**config.mk**
```make
export PLATFORM = sky130hd
export DESIGN_NAME = err_window_meter
export DESIGN_NICKNAME = d
export VERILOG_FILES = /design/src/rtl/errmeter_pkg.sv /design/src/rtl/errmeter_ctrl.sv /design/src/rtl/errmeter_window.sv /design/src/rtl/errmeter_accum.sv /design/src/rtl/err_window_meter.sv
export SDC_FILE = /design/constraint.sdc
export NUM_CORES = 1
export LEC_CHECK = 0
export BUFFER_PORTS_ARGS = -buffer_cell sky130_fd_sc_hd__buf_2
export CORE_MARGIN = 2
export CORE_UTILIZATION = 50
export CTS_CLUSTER_DIAMETER = 40
export DETAILED_ROUTE_END_ITERATION = 12
export PLACE_DENSITY = 0.7
export SETUP_SLACK_MARGIN = 0.1
export SYNTH_ARGS = -nofsm -noshare
export SYNTH_HDL_FRONTEND = slang
export SYNTH_SLANG_ARGS = --single-unit
export TNS_END_PERCENT = 1
```
**constraint.sdc**
```tcl
create_clock -name clk -period 2 [get_ports clk]
set_input_delay 0.1 -clock clk [delete_from_list [all_inputs] [get_ports clk]]
set_output_delay 0.1 -clock clk [all_outputs]
set_load 0.02 [all_outputs]
```
**src/rtl/errmeter_pkg.sv**
```systemverilog
package errmeter_pkg;

   // Register addresses; count bytes follow the status register.
   localparam int unsigned ADDR_CTRL  = 0;
   localparam int unsigned ADDR_STAT  = 1;
   localparam int unsigned ADDR_CNT0  = 2;

   // Fixed control bit positions.
   localparam int unsigned POS_GO     = 0;
   localparam int unsigned POS_INF    = 1;
   localparam int unsigned POS_SPAN   = 2;

   // Status bit position.
   localparam int unsigned POS_FLAG   = 0;

   typedef enum logic [1:0] {
      KIND_BIT  = 2'b00,
      KIND_BYTE = 2'b01,
      KIND_PKT  = 2'b10,
      KIND_PRBS = 2'b11
   } err_kind_e;

endpackage

```
**src/rtl/errmeter_ctrl.sv**
```systemverilog
module errmeter_ctrl
   import errmeter_pkg::*;
#(
   parameter int unsigned SPAN_W = 2,
   parameter int unsigned KIND_W = 2,
   parameter int unsigned ADDR_W = 2,
   parameter int unsigned DATA_W = 8
) (
   input  logic              clk,
   input  logic              rst_n,
   input  logic              wr_en_i,
   input  logic [ADDR_W-1:0] wr_addr_i,
   input  logic [DATA_W-1:0] wr_data_i,
   input  logic              done_i,
   output logic              go_o,
   output logic              inf_o,
   output logic [SPAN_W-1:0] span_o,
   output logic [KIND_W-1:0] kind_o,
   output logic              ien_o,
   output logic              flag_o,
   output logic              restart_o
);

   localparam int unsigned POS_KIND = POS_SPAN + SPAN_W;
   localparam int unsigned POS_IEN  = POS_KIND + KIND_W;

   if (POS_IEN >= DATA_W) begin : g_bad_fields
      $error("control fields do not fit the data width");
   end

   logic              go_q, inf_q, ien_q, flag_q;
   logic [SPAN_W-1:0] span_q;
   logic [KIND_W-1:0] kind_q;
   logic              ctrl_wr, stat_clr;

   assign ctrl_wr   = wr_en_i && (wr_addr_i == ADDR_W'(ADDR_CTRL));
   assign stat_clr  = wr_en_i && (wr_addr_i == ADDR_W'(ADDR_STAT)) && wr_data_i[POS_FLAG];
   assign restart_o = ctrl_wr && wr_data_i[POS_GO];

   always_ff @(posedge clk or negedge rst_n) begin
      if (!rst_n) begin
         go_q   <= 1'b0;
         inf_q  <= 1'b0;
         ien_q  <= 1'b0;
         span_q <= '0;
         kind_q <= '0;
      end else if (ctrl_wr) begin
         go_q  <= wr_data_i[POS_GO];
         inf_q <= wr_data_i[POS_INF];
         ien_q <= wr_data_i[POS_IEN];
         if (!go_q) begin
            span_q <= wr_data_i[POS_SPAN +: SPAN_W];
            kind_q <= wr_data_i[POS_KIND +: KIND_W];
         end
      end else if (done_i) begin
         go_q <= 1'b0;
      end
   end

   // Completion sets the flag; a set on the same edge beats a clear.
   always_ff @(posedge clk or negedge rst_n) begin
      if (!rst_n)        flag_q <= 1'b0;
      else if (done_i)   flag_q <= 1'b1;
      else if (stat_clr) flag_q <= 1'b0;
   end

   assign go_o   = go_q;
   assign inf_o  = inf_q;
   assign span_o = span_q;
   assign kind_o = kind_q;
   assign ien_o  = ien_q;
   assign flag_o = flag_q;

   a_r11_lock_fields: assert property (@(posedge clk) disable iff (!rst_n)
      (go_q && ctrl_wr) |=> ($stable(kind_q) && $stable(span_q)));

   a_r4_self_clear: assert property (@(posedge clk) disable iff (!rst_n)
      (done_i && !ctrl_wr) |=> !go_q);

   a_r5_inf_persists: assert property (@(posedge clk) disable iff (!rst_n)
      (go_q && inf_q && !ctrl_wr) |=> go_q);

   a_r9_set_wins: assert property (@(posedge clk) disable iff (!rst_n)
      done_i |=> flag_q);

   a_r8_flag_sticky: assert property (@(posedge clk) disable iff (!rst_n)
      (!done_i && !stat_clr) |=> $stable(flag_q));

endmodule

```
**src/rtl/errmeter_window.sv**
```systemverilog
module errmeter_window #(
   parameter int unsigned SPAN_W    = 2,
   parameter int unsigned BASE_LOG2 = 10,
   parameter int unsigned STEP_LOG2 = 2
) (
   input  logic              clk,
   input  logic              rst_n,
   input  logic              go_i,
   input  logic              inf_i,
   input  logic [SPAN_W-1:0] span_i,
   input  logic              tick_i,
   input  logic              restart_i,
   output logic              done_o
);

   localparam int unsigned NUM_SPANS = 1 << SPAN_W;
   localparam int unsigned WIN_W     = BASE_LOG2 + STEP_LOG2 * (NUM_SPANS - 1);

   if (BASE_LOG2 < 1) begin : g_bad_base
      $error("window base must be at least two units");
   end

   logic [WIN_W-1:0] lim_tab [NUM_SPANS];
   logic [WIN_W-1:0] pos_q;
   logic             last;

   // Last position of each window length, one entry per span code.
   for (genvar g = 0; g < NUM_SPANS; g++) begin : g_lim
      localparam int unsigned SH = BASE_LOG2 + STEP_LOG2 * g;
      assign lim_tab[g] = {WIN_W{1'b1}} >> (WIN_W - SH);
   end

   assign last   = (pos_q == lim_tab[span_i]);
   assign done_o = go_i && !inf_i && tick_i && last && !restart_i;

   always_ff @(posedge clk or negedge rst_n) begin
      if (!rst_n)                pos_q <= '0;
      else if (restart_i)        pos_q <= '0;
      else if (go_i && tick_i)   pos_q <= last ? '0 : pos_q + 1'b1;
   end

   a_r3_window_restart: assert property (@(posedge clk) disable iff (!rst_n)
      restart_i |=> (pos_q == '0));

   a_r4_tick_gates: assert property (@(posedge clk) disable iff (!rst_n)
      (!tick_i && !restart_i) |=> $stable(pos_q));

endmodule

```
**src/rtl/errmeter_accum.sv**
```systemverilog
module errmeter_accum #(
   parameter int unsigned CNT_W  = 16,
   parameter int unsigned KIND_W = 2
) (
   input  logic                  clk,
   input  logic                  rst_n,
   input  logic [(1<<KIND_W)-1:0] evt_i,
   input  logic [KIND_W-1:0]     kind_i,
   input  logic                  go_i,
   input  logic                  restart_i,
   output logic [CNT_W-1:0]      cnt_o
);

   logic [CNT_W-1:0] cnt_q;
   logic             hit, at_top;

   assign hit    = evt_i[kind_i];
   assign at_top = &cnt_q;

   always_ff @(posedge clk or negedge rst_n) begin
      if (!rst_n)                          cnt_q <= '0;
      else if (restart_i)                  cnt_q <= '0;
      else if (go_i && hit && !at_top)     cnt_q <= cnt_q + 1'b1;
   end

   assign cnt_o = cnt_q;

   a_r3_count_clear: assert property (@(posedge clk) disable iff (!rst_n)
      restart_i |=> (cnt_q == '0));

   a_r6_no_wrap: assert property (@(posedge clk) disable iff (!rst_n)
      (!restart_i && (&cnt_q)) |=> (&cnt_q));

   a_r2_unit_step: assert property (@(posedge clk) disable iff (!rst_n)
      !restart_i |=> ((cnt_q == $past(cnt_q)) || (cnt_q == $past(cnt_q) + 1'b1)));

   a_r12_idle_hold: assert property (@(posedge clk) disable iff (!rst_n)
      (!go_i && !restart_i) |=> $stable(cnt_q));

endmodule

```
**src/rtl/err_window_meter.sv**
```systemverilog
module err_window_meter
   import errmeter_pkg::*;
#(
   parameter int unsigned CNT_W     = 16,
   parameter int unsigned KIND_W    = 2,
   parameter int unsigned SPAN_W    = 2,
   parameter int unsigned BASE_LOG2 = 10,
   parameter int unsigned STEP_LOG2 = 2,
   parameter int unsigned DATA_W    = 8,
   localparam int unsigned NBYTES   = CNT_W / DATA_W,
   localparam int unsigned NKINDS   = 1 << KIND_W,
   localparam int unsigned ADDR_W   = $clog2(ADDR_CNT0 + NBYTES)
) (
   input  logic              clk,
   input  logic              rst_n,
   input  logic [NKINDS-1:0] evt_i,
   input  logic              win_tick_i,
   input  logic              wr_en_i,
   input  logic [ADDR_W-1:0] wr_addr_i,
   input  logic [DATA_W-1:0] wr_data_i,
   input  logic [ADDR_W-1:0] rd_addr_i,
   output logic [DATA_W-1:0] rd_data_o,
   output logic              irq_o
);

   if (CNT_W % DATA_W != 0 || CNT_W < DATA_W) begin : g_bad_cnt
      $error("count width must be a whole number of data bytes");
   end

   localparam int unsigned POS_KIND = POS_SPAN + SPAN_W;
   localparam int unsigned POS_IEN  = POS_KIND + KIND_W;

   logic              go, inf, ien, flag, restart, done;
   logic [SPAN_W-1:0] span;
   logic [KIND_W-1:0] kind;
   logic [CNT_W-1:0]  cnt;
   logic [DATA_W-1:0] cnt_byte [NBYTES];
   logic [DATA_W-1:0] ctrl_view;

   errmeter_ctrl #(
      .SPAN_W (SPAN_W),
      .KIND_W (KIND_W),
      .ADDR_W (ADDR_W),
      .DATA_W (DATA_W)
   ) u_ctrl (
      .clk       (clk),
      .rst_n     (rst_n),
      .wr_en_i   (wr_en_i),
      .wr_addr_i (wr_addr_i),
      .wr_data_i (wr_data_i),
      .done_i    (done),
      .go_o      (go),
      .inf_o     (inf),
      .span_o    (span),
      .kind_o    (kind),
      .ien_o     (ien),
      .flag_o    (flag),
      .restart_o (restart)
   );

   errmeter_window #(
      .SPAN_W    (SPAN_W),
      .BASE_LOG2 (BASE_LOG2),
      .STEP_LOG2 (STEP_LOG2)
   ) u_window (
      .clk       (clk),
      .rst_n     (rst_n),
      .go_i      (go),
      .inf_i     (inf),
      .span_i    (span),
      .tick_i    (win_tick_i),
      .restart_i (restart),
      .done_o    (done)
   );

   errmeter_accum #(
      .CNT_W  (CNT_W),
      .KIND_W (KIND_W)
   ) u_accum (
      .clk       (clk),
      .rst_n     (rst_n),
      .evt_i     (evt_i),
      .kind_i    (kind),
      .go_i      (go),
      .restart_i (restart),
      .cnt_o     (cnt)
   );

   for (genvar b = 0; b < NBYTES; b++) begin : g_bytes
      assign cnt_byte[b] = cnt[b*DATA_W +: DATA_W];
   end

   always_comb begin
      ctrl_view = '0;
      ctrl_view[POS_GO]              = go;
      ctrl_view[POS_INF]             = inf;
      ctrl_view[POS_SPAN +: SPAN_W]  = span;
      ctrl_view[POS_KIND +: KIND_W]  = kind;
      ctrl_view[POS_IEN]             = ien;
   end

   always_comb begin
      rd_data_o = '0;
      if (rd_addr_i == ADDR_W'(ADDR_CTRL)) rd_data_o = ctrl_view;
      if (rd_addr_i == ADDR_W'(ADDR_STAT)) rd_data_o[POS_FLAG] = flag;
      for (int b = 0; b < NBYTES; b++) begin
         if (rd_addr_i == ADDR_W'(ADDR_CNT0 + b)) rd_data_o = cnt_byte[b];
      end
   end

   assign irq_o = flag && ien;

   a_r10_irq_gate: assert property (@(posedge clk) disable iff (!rst_n)
      irq_o |-> (flag && ien));

endmodule

```
# ---- Word level (Yosys, flattened, before mapping)
# Index checks and enable logic that the tools add are counted.
dict set report totals {
  ff_bits 40
  output_inout_bits 9
  wordCells 60
}
dict set report classes {
  add_sub_neg 2
  order_cmp 2
  eq_ne 5
  n_mux 18
  n_bitwise 2
  n_reduce_logical 23
}
# cell count
set ops {}
lappend ops {{$mux W16} 7}
lappend ops {{$add A16 B1 Y16 const B} 2}
lappend ops {{$bmux W16 S2} 1}
lappend ops {{$eq A16 B16 Y1} 1}
lappend ops {{$mux W8} 2}
lappend ops {{$reduce_and A16 Y1} 1}
lappend ops {{$logic_and A1 B1 Y1} 12}
lappend ops {{$reduce_bool A2 Y1} 4}
lappend ops {{$mux W7} 1}
lappend ops {{$mux W1} 6}
lappend ops {{$eq A2 B1 Y1 const B} 2}
lappend ops {{$eq A2 B2 Y1 const B} 2}
lappend ops {{$logic_not A2 Y1} 2}
lappend ops {{$ge A3 B3 Y1 const B} 1}
lappend ops {{$logic_not A1 Y1} 3}
lappend ops {{$lt A2 B3 Y1 const B} 1}
lappend ops {{$not A2 Y3} 1}
lappend ops {{$bmux W1 S2} 1}
lappend ops {{$reduce_and A2 Y1} 1}
lappend ops {{$not A1 Y1} 1}

# ---- Logic depth before layout (Yosys ltp)
# Gate-level depths: netlist of run 1.
dict set report logic_depth {
  word_depth 9
  mapped_depth 7
  mapped_depth_nobuf 6
}

# ---- By module
# Synthesis of run 1 repeated with hierarchy kept, for this count alone.
dict set report unflattened {
  hier_cells 251
  area_unflattened_um2 2442.3
}
# mod n_inst cells_each area_per_inst_um2
set by_module_without_submodules {}
lappend by_module_without_submodules {errmeter_window 1 117 1013.5}
lappend by_module_without_submodules {errmeter_accum 1 94 895.9}
lappend by_module_without_submodules {errmeter_ctrl 1 21 344.1}
lappend by_module_without_submodules {err_window_meter 1 19 188.9}

# ---- Worst setup path before layout of run 1
# Ideal clock, no wire load.
dict set report synth_timing {
  path_type {reg2reg}
  from {register u_window.pos_q[12]}
  to {register u_window.pos_q[10]}
  setup_time_ns 0.121
  t_arrival_ns 1.673
  slack_ns 0.206
  path_stages_with_launch 7
  cell_sequence {dfrtp_1 -> or4_1 -> o211ai_2 -> o211ai_4 -> o21ai_2 -> buf_2 -> nor2_1}
}
dict set report synth_between {
  elab_chain_cells 4
}
# element line_no
set synth_lines {}
lappend synth_lines {{start, declared} errmeter_window.sv:24} ;# logic [WIN_W-1:0] pos_q;
lappend synth_lines {{start signal, assigned} errmeter_window.sv:39} ;# else if (go_i && tick_i) pos_q <= last ? '0 : pos_q + 1'b1;
lappend synth_lines {{$eq A16 B16 Y1} errmeter_window.sv:33} ;# assign last = (pos_q == lim_tab[span_i]);
lappend synth_lines {{$mux W16 (2 in a row)} errmeter_window.sv:39}
lappend synth_lines {{$mux W16} errmeter_window.sv:38} ;# else if (restart_i) pos_q <= '0;
# No other way between the ends. The select of a mux whose other input is x is not followed.
# A chain may end at the register's enable or synchronous reset.

# ---- Worst setup path after layout of run 1
dict set report layout_timing {
  from {register u_window.pos_q[14]}
  to {register u_ctrl.flag_q (netlist: u_ctrl.flag_o)}
}
dict set report layout_between {
  elab_chain_cells 4
}
# element line_no
set layout_lines {}
lappend layout_lines {{$eq A16 B16 Y1 *} errmeter_window.sv:33}
lappend layout_lines {{$logic_and A1 B1 Y1 * (2 in a row)} errmeter_window.sv:34} ;# assign done_o = go_i && !inf_i && tick_i && last && !restart_i;
lappend layout_lines {{$mux W1 / $reduce_bool A2 Y1 (equally long branches)} --}
lappend layout_lines {{end signal, assigned} errmeter_ctrl.sv:62} ;# if (!rst_n) flag_q <= 1'b0;
lappend layout_lines {{end signal, assigned} errmeter_ctrl.sv:63} ;# else if (done_i) flag_q <= 1'b1;
lappend layout_lines {{end signal, assigned} errmeter_ctrl.sv:64} ;# else if (stat_clr) flag_q <= 1'b0;
lappend layout_lines {{end, declared} errmeter_ctrl.sv:31} ;# logic go_q, inf_q, ien_q, flag_q;
# Mark *: on every way between the ends. The rest lies on a longest branch, timed or not.

==> out/results.txt, run 1 <==
Hold Slack: 3.14 ps
diode count: 0
port bufs: 27
io pins: 29
DP Wirelength: 3.65 mm
P&R area growth vs syn: 17.0%
post-synthesis cell count: 235
final period demand of the worst path: 1870 ps
Synth area leader: dfrtp_1
Setup crit end kind: flop
clock net sink count: 40
Ys Warns: 0
Initial DRC Count: 165
Setup-failing EPs final: 0
layout cells sized above 1: 25.4%
H-tree depth: 2
CP Class: flop to flop
VDD IR max: 0.533 mV
setup_tns: 0 ps
final worst path period share: 93.7%
Synth top area share: 43.7%
normalized max-slew margin: 41.3%
leakage: 1.18 nW
slowest cell on the critical path: or4_4
pwr dens: 736 nW/um^2
antenna violation net count after detailed routing: 0
Worst-path clk slew: 80 ps
Final Wtd Congestion: 0.838
TritonCTS Buffers: 5
crit path launch type: flop
routed len/inst: 15.3 um
count of buffer and inverter cells on the critical path: 0
Fin. Hold Viols: 0
worst-path cell chain: or4_4 > o211ai_2 > o211ai_4 > or3_1 > a21oi_1
total number of vias: 1,906
Clock Skews: 5.02 ps
#FFs+latches synth: 40
Final Max Slew Viols: 0
RSZ-0062 raised after global routing: true
# rows: 24
Core Area: 4380 um^2
max_cap viols: 0
register area: 1000 um^2
Post-Syn Nets: 257
DRC: 0
vias in the first global route: 1,855
# fillers: 379
synthesized area: 2290 um^2
Routed Wire Length: 5.03 mm
Async SR Flop Fraction: 100%
Die Ht: 71.7 um
CP max stage delay: 480 ps
critical path data arrival time: 2090 ps
largest net degree at the start of global routing: 41
Worst-Skew Late Latency: 280 ps
footprint of the multi-input gates: 1260 um^2
grt ovf: 0
Initial Utilization: 52.3%
CTS tree: built
Worst Tran Pin Value: 881 ps
initial antenna violation count: 0
clock buffer depth: 2
Synth cell types: 46
DRT Pass-1 Iters: 4
Post-layout nets: 298
Top delay family on crit path: simple AND/OR/NAND/NOR gates
synthesized area per cell: 9.75 um^2
sequential-to-total area share from yosys stat: 43.7%
width of the die: 71.7 um
status: complete, no violations
top cells by area, synth: dfrtp_1 44%, xnor2_1 8.0%, nor2_1 5.9%
first-pass GRT wire length: 8.67 mm
number of synthesized flops with an enable pin: 0
worst path required time: 2220 ps
CP Max Fanout: 7
GRT Resource Usage Total: 21.5%
Worst Hold Class: input pin to flop
clock root buffer: clkbuf_8
ys flop type: dfrtp_1
Peak Freq: 0.533 GHz
vias per cell: 5.81
Die Area: 5140 um^2
layer usage:
metal	vias to the layer above	global-route usage [%]	routed length [um]	part of all wire, %
met3	4	3.38	174	3.5
met1	916	32.8	2590	52
li1	938	-	-	-
met5	-	0	0	0
met4	0	7.13	50	0.99
met2	48	31.2	2210	44
worst register-to-register path, delay by kind of cell, from the launching register on:
family / cells / cell delay, ps
DFF: 1 / 440
and+or+nand+nor: 2 / 830
AOI/OAI and AO/OA: 3 / 540
cells by family (layout without fill, tap and decap cells):
| kind of cell | after synthesis | after routing | synth area share (%) |
|---|---|---|---|
| adders and majority gates | 2 | 2 | 1.09 |
| AOI/OAI and AO/OA | 22 | 22 | 7.76 |
| and+or+nand+nor | 121 | 121 | 28.0 |
| buffers and inverters | 10 | 51 | 1.86 |
| DFF | 40 | 40 | 43.7 |
| muxes | 13 | 13 | 7.32 |
| xor gates and xnor gates | 27 | 27 | 10.3 |
where the power goes:
group,switching (W),internal (W),leakage (nW)
sequential,0.000136,0.000908,0.537
clock,0.000272,0.000238,0.0410
combinational,0.000215,0.000206,0.598
total,0.000623,0.00135,1.18
synth_stat cells, types with 2 or more instances:
library cell and count:
dfrtp_1 40, nor2_1 36, nand2_1 23, xnor2_1 21
nand4_1 13, mux2_2 10, nand3_1 10, nor4_1 7
a22o_1 6, nor3_1 6, xor2_1 6, and3_1 5
a21oi_1 4, buf_2 4, inv_1 3, nor4_2 3
o21ai_0 3, clkbuf_1 2, ha_1 2, mux4_2 2
nand3b_1 2, nor3b_1 2, nor4bb_1 2
final cells by class:
cell class	instances	share of cell area, %
multi-input combinational	185	46.9
sequential	40	37.4
timing repair buffer	41	9.99
clock buffer	6	2.71
tap	52	2.43
inverter	3	0.420
clock inverter	1	0.187
registers in the layout (all words and copies together) (netlist names):
signal          count
u_accum.cnt_o      16
u_ctrl.flag_o       1
u_ctrl.go_o         1
u_ctrl.ien_o        1
u_ctrl.inf_o        1
u_ctrl.kind_o       2
u_ctrl.span_o       2
u_window.pos_q     16
stage by stage:
| stage | power [W] | instances | utilization [%] | setup WS [ps] | cell area (um^2) |
|---|---|---|---|---|---|
| after global routing | 0.00209 | 328 | 61.2 | 39.6 | 2680 |
| final | 0.00197 | 328 | 61.2 | 125 | 2680 |
| after detailed placement | 0.00148 | 315 | 58.2 | 129 | 2550 |
| after global placement | 0.00147 | 315 | 58.2 | 188 | 2550 |
| after CTS | 0.00199 | 323 | 60.2 | 112 | 2640 |
| after floorplan | 0.00132 | 235 | - | 206 | 2290 |
path summary, 6_finish.rpt:
check | to | slack [ps] | startpoint | cells past startpoint
max in group asynchronous | u_window.pos_q[14] | 930 | rst_n | 2
worst max register to register | u_ctrl.flag_o | 130 | u_window.pos_q[14] | 5
worst max-delay path | u_ctrl.flag_o | 130 | u_window.pos_q[14] | 5
min in group asynchronous | u_accum.cnt_o[2] | 470 | rst_n | 2
worst min-delay path | u_ctrl.ien_o | 3 | wr_data_i[6] | 3
worst min register to register | u_ctrl.ien_o | 520 | u_ctrl.ien_o | 2
repair_timing:
| action | CTS | global route |
|---|---|---|
| setup endpoints to repair | 0 | 14 |
| setup buffers | 0 | 5 |
| hold buffers | 1 | 0 |
| gates resized for setup | 0 | 2 |
| endpoints found under the hold margin | 40 | 0 |
layout by cell type (no fill, tap or decap), drive strengths merged, types with 7 or more instances in the layout:
| cell | netlist | layout |
|---|---|---|
| buf | 5 | 40 |
| dfrtp | 40 | 40 |
| mux2 | 10 | 10 |
| nand2 | 23 | 23 |
| nand3 | 10 | 10 |
| nand4 | 13 | 13 |
| nor2 | 36 | 36 |
| nor3 | 7 | 7 |
| nor4 | 10 | 10 |
| xnor2 | 21 | 21 |
Note: power is estimated with default switching activity, not from simulation.
==> inputs of run 2 (changes only) <==
--- a/config.mk
+++ b/config.mk
@@ -10,7 +10,7 @@
 export CORE_UTILIZATION = 50
 export CTS_CLUSTER_DIAMETER = 40
 export DETAILED_ROUTE_END_ITERATION = 12
-export PLACE_DENSITY = 0.7
+export PLACE_DENSITY = 0.73
 export SETUP_SLACK_MARGIN = 0.1
 export SYNTH_ARGS = -nofsm -noshare
 export SYNTH_HDL_FRONTEND = slang
==> constraint.sdc (replaced) <==
create_clock -name clk -period 1.6 [get_ports clk]
set_input_delay 0.08 -clock clk [delete_from_list [all_inputs] [get_ports clk]]
set_output_delay 0.08 -clock clk [all_outputs]
set_load 0.02 [all_outputs]
==> out/results.txt, run 2 (synthesis gave the netlist of run 1 again) <==
final period demand of the worst path: 1850 ps (-26.0 ps)
normalized max-slew margin: 54.9% (+14 points)
Post-layout nets: 330 (+11%)
worst path required time: 1830 ps (-390 ps)
Hold Slack: 10.3 ps (+7.17 ps)
port bufs: 27 (unchanged)
# rows: 24 (unchanged)
met3 global-route usage: 3.23% (-0.14 points)
most frequent cells in the layout: 40 x dfrtp_1, 37 x buf_4, 35 x nor2_1
sequential share of power: 43.6% (-9.3 points)
Sw Pwr: 0.000887 W (+42%)
antenna violation net count after detailed routing: 0 (unchanged)
Fin. Hold Viols: 0 (unchanged)
clock share of power: 24.8% (-1.0 points)
Sw Share: 31.3% (-0.26 points)
register area: 1000 um^2 (-0.12%)
commonest non-fill, non-tap cell in the layout: dfrtp_1
setup_tns: -3280 ps (-3280 ps)
Setup-failing EPs final: 27 (+27)
Final Max Slew Viols: 0 (unchanged)
RSZ-0062 raised after global routing: true
final worst path period share: 116% (+22 points)
routed len/inst: 16.5 um (+7.5%)
total number of vias: 2,070 (+8.6%)
clock root buffer: clkbuf_8
CTS tree: built
VDD IR max: 0.723 mV (+36%)
footprint of the multi-input gates: 1380 um^2 (+9.5%)
TritonCTS Buffers: 5 (unchanged)
CP max stage delay: 540 ps (+60 ps)
largest net degree at the start of global routing: 30 (-27%)
layout cells sized above 1: 35.9% (+11 points)
grt met2 use: 37.3% (+6.2 points)
CP Class: flop to flop
worst-path cell chain: or4_1 > o211ai_2 > o211ai_4 > or3_4 > a21oi_2
Worst-path clk slew: 80 ps (about the same)
diode count: 0 (unchanged)
postcts setup bufs: 0 (unchanged)
slowest cell on the critical path: or4_1
failing checks: setup timing
vias per cell: 5.73 (-1.3%)
Worst Hold Class: input pin to flop
clock net sink count: 40 (unchanged)
post-layout util: 70.9% (+9.7 points)
critical path data arrival time: 2080 ps (about the same)
DP Wirelength: 4.15 mm (+14%)
leakage: 1.37 nW (+16%)
busiest layer in global routing: met2
DRC: 0 (unchanged)
count of buffer and inverter cells on the critical path: 0 (unchanged)
Die Area: 5140 um^2 (unchanged)
Place WS: -233 ps (-362 ps)
crit path launch type: flop
H-tree depth: 2 (unchanged)
initial antenna violation count: 0 (unchanged)
Clock Skews: 5.70 ps (+0.677 ps)
Initial Utilization: 52.3% (unchanged)
Initial DRC Count: 116 (-30%)
GRT Resource Usage Total: 24.9% (+3.4 points)
Final Wtd Congestion: 0.882 (+5.3%)
Peak Freq: 0.541 GHz (+1.4%)
Worst-Skew Late Latency: 300 ps (+20 ps)
Top delay family on crit path: simple AND/OR/NAND/NOR gates
clock buffer depth: 2 (unchanged)
Setup crit end kind: flop
Die Ht: 71.7 um (unchanged)
width of the die: 71.7 um (unchanged)
first-pass GRT wire length: 9.88 mm (+14%)
Routed Wire Length: 5.95 mm (+18%)
Core Area: 4380 um^2 (unchanged)
max_cap viols: 0 (unchanged)
combinational cell fraction of total power: 31.6% (+10 points)
DRT Pass-1 Iters: 4 (unchanged)
pwr dens: 913 nW/um^2 (+24%)
status: complete, but fails checks
Worst Tran Pin Value: 677 ps (-204 ps)
# fillers: 315 (-17%)
grt ovf: 0 (unchanged)
setup ws final: -249 ps (-374 ps)
internal cell power: 0.00195 W (+44%)
vias in the first global route: 2,064 (+11%)
P&R area growth vs syn: 35.6%
CP Max Fanout: 6 (-1)
GR Util met1: 36.4% (+3.6 points)
io pins: 29 (unchanged)
==> run 2: repair_timing <==
| action | CTS | global route |
|---|---|---|
| setup endpoints to repair | 41 | 41 |
| hold buffers | 3 | 0 |
| hold endpoints to repair | 30 | 0 |
| pin swaps | 16 | 13 |
| resized for setup | 31 | 11 |
==> run 2: power by group through the flow <==
stage	sequential, W	clock, W	combinational, W
CTS	0.00123	0.000724	0.000870
global route	0.00125	0.000757	0.000968
detailed placement	0.00125	0	0.000791
finish	0.00124	0.000703	0.000895
global placement	0.00124	0	0.000775
floorplan	0.00128	0	0.000375
==> run 2: final timing paths <==
| path | from | slack [ps] | cells past startpoint | end |
|---|---|---|---|---|
| max | u_window.pos_q[15] | -250 | 5 | u_ctrl.flag_o |
| max reg2reg | u_window.pos_q[15] | -250 | 5 | u_ctrl.flag_o |
| min reg2reg | u_ctrl.ien_o | 530 | 2 | u_ctrl.ien_o |
| max in group asynchronous | rst_n | 620 | 3 | u_accum.cnt_o[9] |
| min in group asynchronous | rst_n | 360 | 2 | u_accum.cnt_o[4] |
| min | wr_data_i[5] | 10 | 2 | u_ctrl.kind_o[1] |
==> run 2: metal layers <==
layer	share of wire (%)	vias to the layer above
met2	46	53
met5	0	-
met1	48	1007
li1	-	1000
met3	3.7	10
met4	2.0	0
==> run 2: metrics by stage <==
step	total power (W)	cells	instance area, um^2
final	0.00284	361	3110
after global routing	0.00297	361	3110
after CTS	0.00283	361	3050
after detailed placement	0.00204	350	2800
after global placement	0.00202	350	2800
after floorplan	0.00165	235	2290
==> run 2: layout make-up <==
cell class	count	share of cell area, %
Timing Repair Buffer	73	18.1
Multi-Input combinational cell	185	44.3
Inverter	3	0.362
Clock buffer	8	2.90
Tap cell	52	2.09
Sequential cell	40	32.2
==> run 2: worst reg2reg max path: stages (launching register included) <==
cell and delay [ps]:
dfrtp_1 390, or4_1 540, o211ai_2 200, o211ai_4 150
or3_4 360, a21oi_2 130
==> inputs of run 3 (changes only) <==
--- a/config.mk
+++ b/config.mk
@@ -5,12 +5,14 @@
 export SDC_FILE = /design/constraint.sdc
 export NUM_CORES = 1
 export LEC_CHECK = 0
+export ABC_AREA = 1
 export BUFFER_PORTS_ARGS = -buffer_cell sky130_fd_sc_hd__buf_2
 export CORE_MARGIN = 2
 export CORE_UTILIZATION = 50
 export CTS_CLUSTER_DIAMETER = 40
+export CTS_CLUSTER_SIZE = 28
 export DETAILED_ROUTE_END_ITERATION = 12
-export PLACE_DENSITY = 0.73
+export PLACE_DENSITY = 0.72
 export SETUP_SLACK_MARGIN = 0.1
 export SYNTH_ARGS = -nofsm -noshare
 export SYNTH_HDL_FRONTEND = slang
==> out/results.txt, run 3 <==
Worst Tran Pin Value: 518 ps (-159 ps)
normalized max-slew margin: 65.4% (+11 points)
CP startpoint: u_accum.cnt_o[0]
post-layout util: 65.7% (-5.2 points)
Hold Slack: 14.6 ps (+4.34 ps)
commonest cells in the netlist: 128 x nand2_1, 47 x nor2_1, 40 x dfrtp_1
Initial Utilization: 51.3% (-0.97 points)
first-pass GRT wire length: 11.5 mm (+16%)
most frequent cells in the layout: 117 x nand2_1, 45 x nor2_1, 39 x dfrtp_1
layout cells sized above 1: 23.6% (-12 points)
DRT Pass-1 Iters: 5 (+1)
DP Wirelength: 4.60 mm (+11%)
worst path required time: 1840 ps (about the same)
Worst Hold Class: input pin to flop
GRT Resource Usage Total: 24.3% (-0.55 points)
M1 WL: 3.04 mm (+5.3%)
width of the die: 76.1 um (+6.2%)
CP Max Fanout: 8 (+2)
#FFs+latches synth: 40 (unchanged)
synthesized area per cell: 7.05 um^2 (-28%)
Post-Syn Nets: 391 (+52%)
post-synthesis cell count: 369 (+57%)
Peak Freq: 0.628 GHz (+16%)
Place WS: -30.2 ps (+203 ps)
initial antenna violation count: 0 (unchanged)
crit path launch type: flop
Async SR Flop Fraction: 100% (unchanged)
synthesized area: 2600 um^2 (+14%)
Final Wtd Congestion: 0.915 (+3.8%)
Hold Path Origin: wr_data_i[2]
area share of and/or/nand/nor cells after synthesis: 40.4% (+12 points)
RSZ-0062 raised after global routing: true
sequential-to-total area share from yosys stat: 38.5% (-5.2 points)
Synth cell types: 34 (-26%)
Routed Wire Length: 7.00 mm (+18%)
total number of vias: 2,715 (+31%)
Fin. Hold Viols: 0 (unchanged)
Die Ht: 76.1 um (+6.2%)
clock net sink count: 40 (unchanged)
grt ovf: 0 (unchanged)
DRC: 0 (unchanged)
wire length on met2: 3.25 mm (+20%)
status: complete, no violations
clock root buffer: clkbuf_8
Die Area: 5800 um^2 (+13%)
Post-layout nets: 458 (+39%)
Core Area: 5070 um^2 (+16%)
top layer in use: met4
Worst-path clk slew: 80 ps (about the same)
number of synthesized flops with an enable pin: 0 (unchanged)
Synth top area share: 38.5% (-5.2 points)
Initial DRC Count: 241 (+110%)
port bufs: 27 (unchanged)
CTS tree: built
Worst-Skew Late Latency: 290 ps (about the same)
largest net degree at the start of global routing: 41 (+37%)
ys flop type: dfrtp_1
top cells by area, synth: dfrtp_1 38%, nand2_1 18%, nor2_1 6.8%
area share of fa/ha/maj cells after synthesis: 0.962% (-0.13 points)
# rows: 26 (+8.3%)
final period demand of the worst path: 1590 ps (-256 ps)
worst reg2reg startpoint: u_accum.cnt_o[0]
final worst path period share: 99.6% (-16 points)
Final Max Slew Viols: 0 (unchanged)
P&R area growth vs syn: 28.0%
io pins: 29 (unchanged)
setup ws final: 7.18 ps (+256 ps)
count leader, synth: nand2_1
clock buffer depth: 2 (unchanged)
Setup crit end kind: flop
critical path data arrival time: 1830 ps (-250 ps)
Ys Warns: 0 (unchanged)
setup_tns: 0 ps (+3280 ps)
VDD IR max: 0.808 mV (+12%)
TritonCTS Buffers: 5 (unchanged)
vias in the first global route: 2,510 (+22%)
mux cell area share after synthesis: 1.30% (-6.0 points)
CP Class: flop to flop
Synth Area in Compound Gates: 7.31% (-0.45 points)
leakage: 1.68 nW (+23%)
commonest non-fill, non-tap cell in the layout: nand2_1
pwr dens: 939 nW/um^2 (+2.9%)
routed len/inst: 13.8 um (-16%)
Setup-failing EPs final: 0 (-100%)
max_cap viols: 0 (unchanged)
main combinational cell family by area after synthesis: simple AND/OR/NAND/NOR gates
DR WL met3: 606 um (+170%)
Clock Skews: 4.72 ps (-0.976 ps)
H-tree depth: 2 (unchanged)
post-synthesis xor/xnor area fraction: 5.05% (-5.3 points)
vias per cell: 5.36 (-6.6%)
Synth area leader: dfrtp_1
antenna violation net count after detailed routing: 0 (unchanged)
diode count: 0 (unchanged)
## run 3: logic make-up (layout without fill, tap and decap cells)
family	Yosys count	after routing
adders and majority gates	2	2
DFF	40	40
buffers and inverters	41	108
muxes	3	3
and+or+nand+nor	238	239
AOI/OAI and AO/OA	30	30
xor gates and xnor gates	15	15
## run 3: final timing paths
kind	depth (start not counted)	end	slack, ps
max	10	u_accum.cnt_o[6]	7
min	2	u_ctrl.span_o[0]	10
max reg2reg	10	u_accum.cnt_o[6]	7
min reg2reg	2	u_window.pos_q[15]	540
max in group asynchronous	3	u_ctrl.span_o[1]	830
min in group asynchronous	3	u_ctrl.ien_o	360
## run 3: worst max-delay path, stage by stage (launching register included)
cell and delay (ps):
dfrtp_1 390, ha_4 160, nand2_4 50, nor2_4 100, nand2_2 100, nor2_4 140, nor2_4 50, buf_12 130
nor2_4 260, nand2_1 90, nand2_1 70
## run 3: per-stage QoR
stage	power [W]	area [um^2]	cells
2_1_floorplan	0.00180	2600	369
3_5_place_dp	0.00208	2940	480
4_1_cts	0.00300	3190	503
6_report	0.00313	3330	507
3_3_place_gp	0.00206	2940	480
5_1_grt	0.00332	3330	507
## run 3: layer usage
layer	track usage [%]	vias to the layer above
li1	-	1324
met1	34.1	1247
met2	38.5	133
met3	4.38	11
met4	7.82	0
met5	0	-
## run 3: what timing repair did
item | 4_1_cts | 5_1_grt
cloned | 1 | 0
gates resized for setup | 4 | 28
setup buffers | 11 | 4
endpoints found under the setup margin | 31 | 34
hold buffers | 3 | 0
pin swaps | 12 | 27
hold endpoints to repair | 42 | 0
## run 3: final cells by class
| class | count | area, um^2 |
|---|---|---|
| fillers | 447 | 1740 |
| well taps | 70 | 87.6 |
| inverters | 35 | 131 |
| repair buffers | 65 | 448 |
| multi-input cells | 289 | 1560 |
| flip-flops and latches | 40 | 1000 |
| clock inverters | 2 | 35.0 |
| clock buffers | 6 | 72.6 |
## run 3: power breakdown
group / internal, W / switching, W / total (W)
Combinational: 0.000427 / 0.000549 / 0.000976
Clock: 0.000463 / 0.000360 / 0.000823
Sequential: 0.00115 / 0.000177 / 0.00133
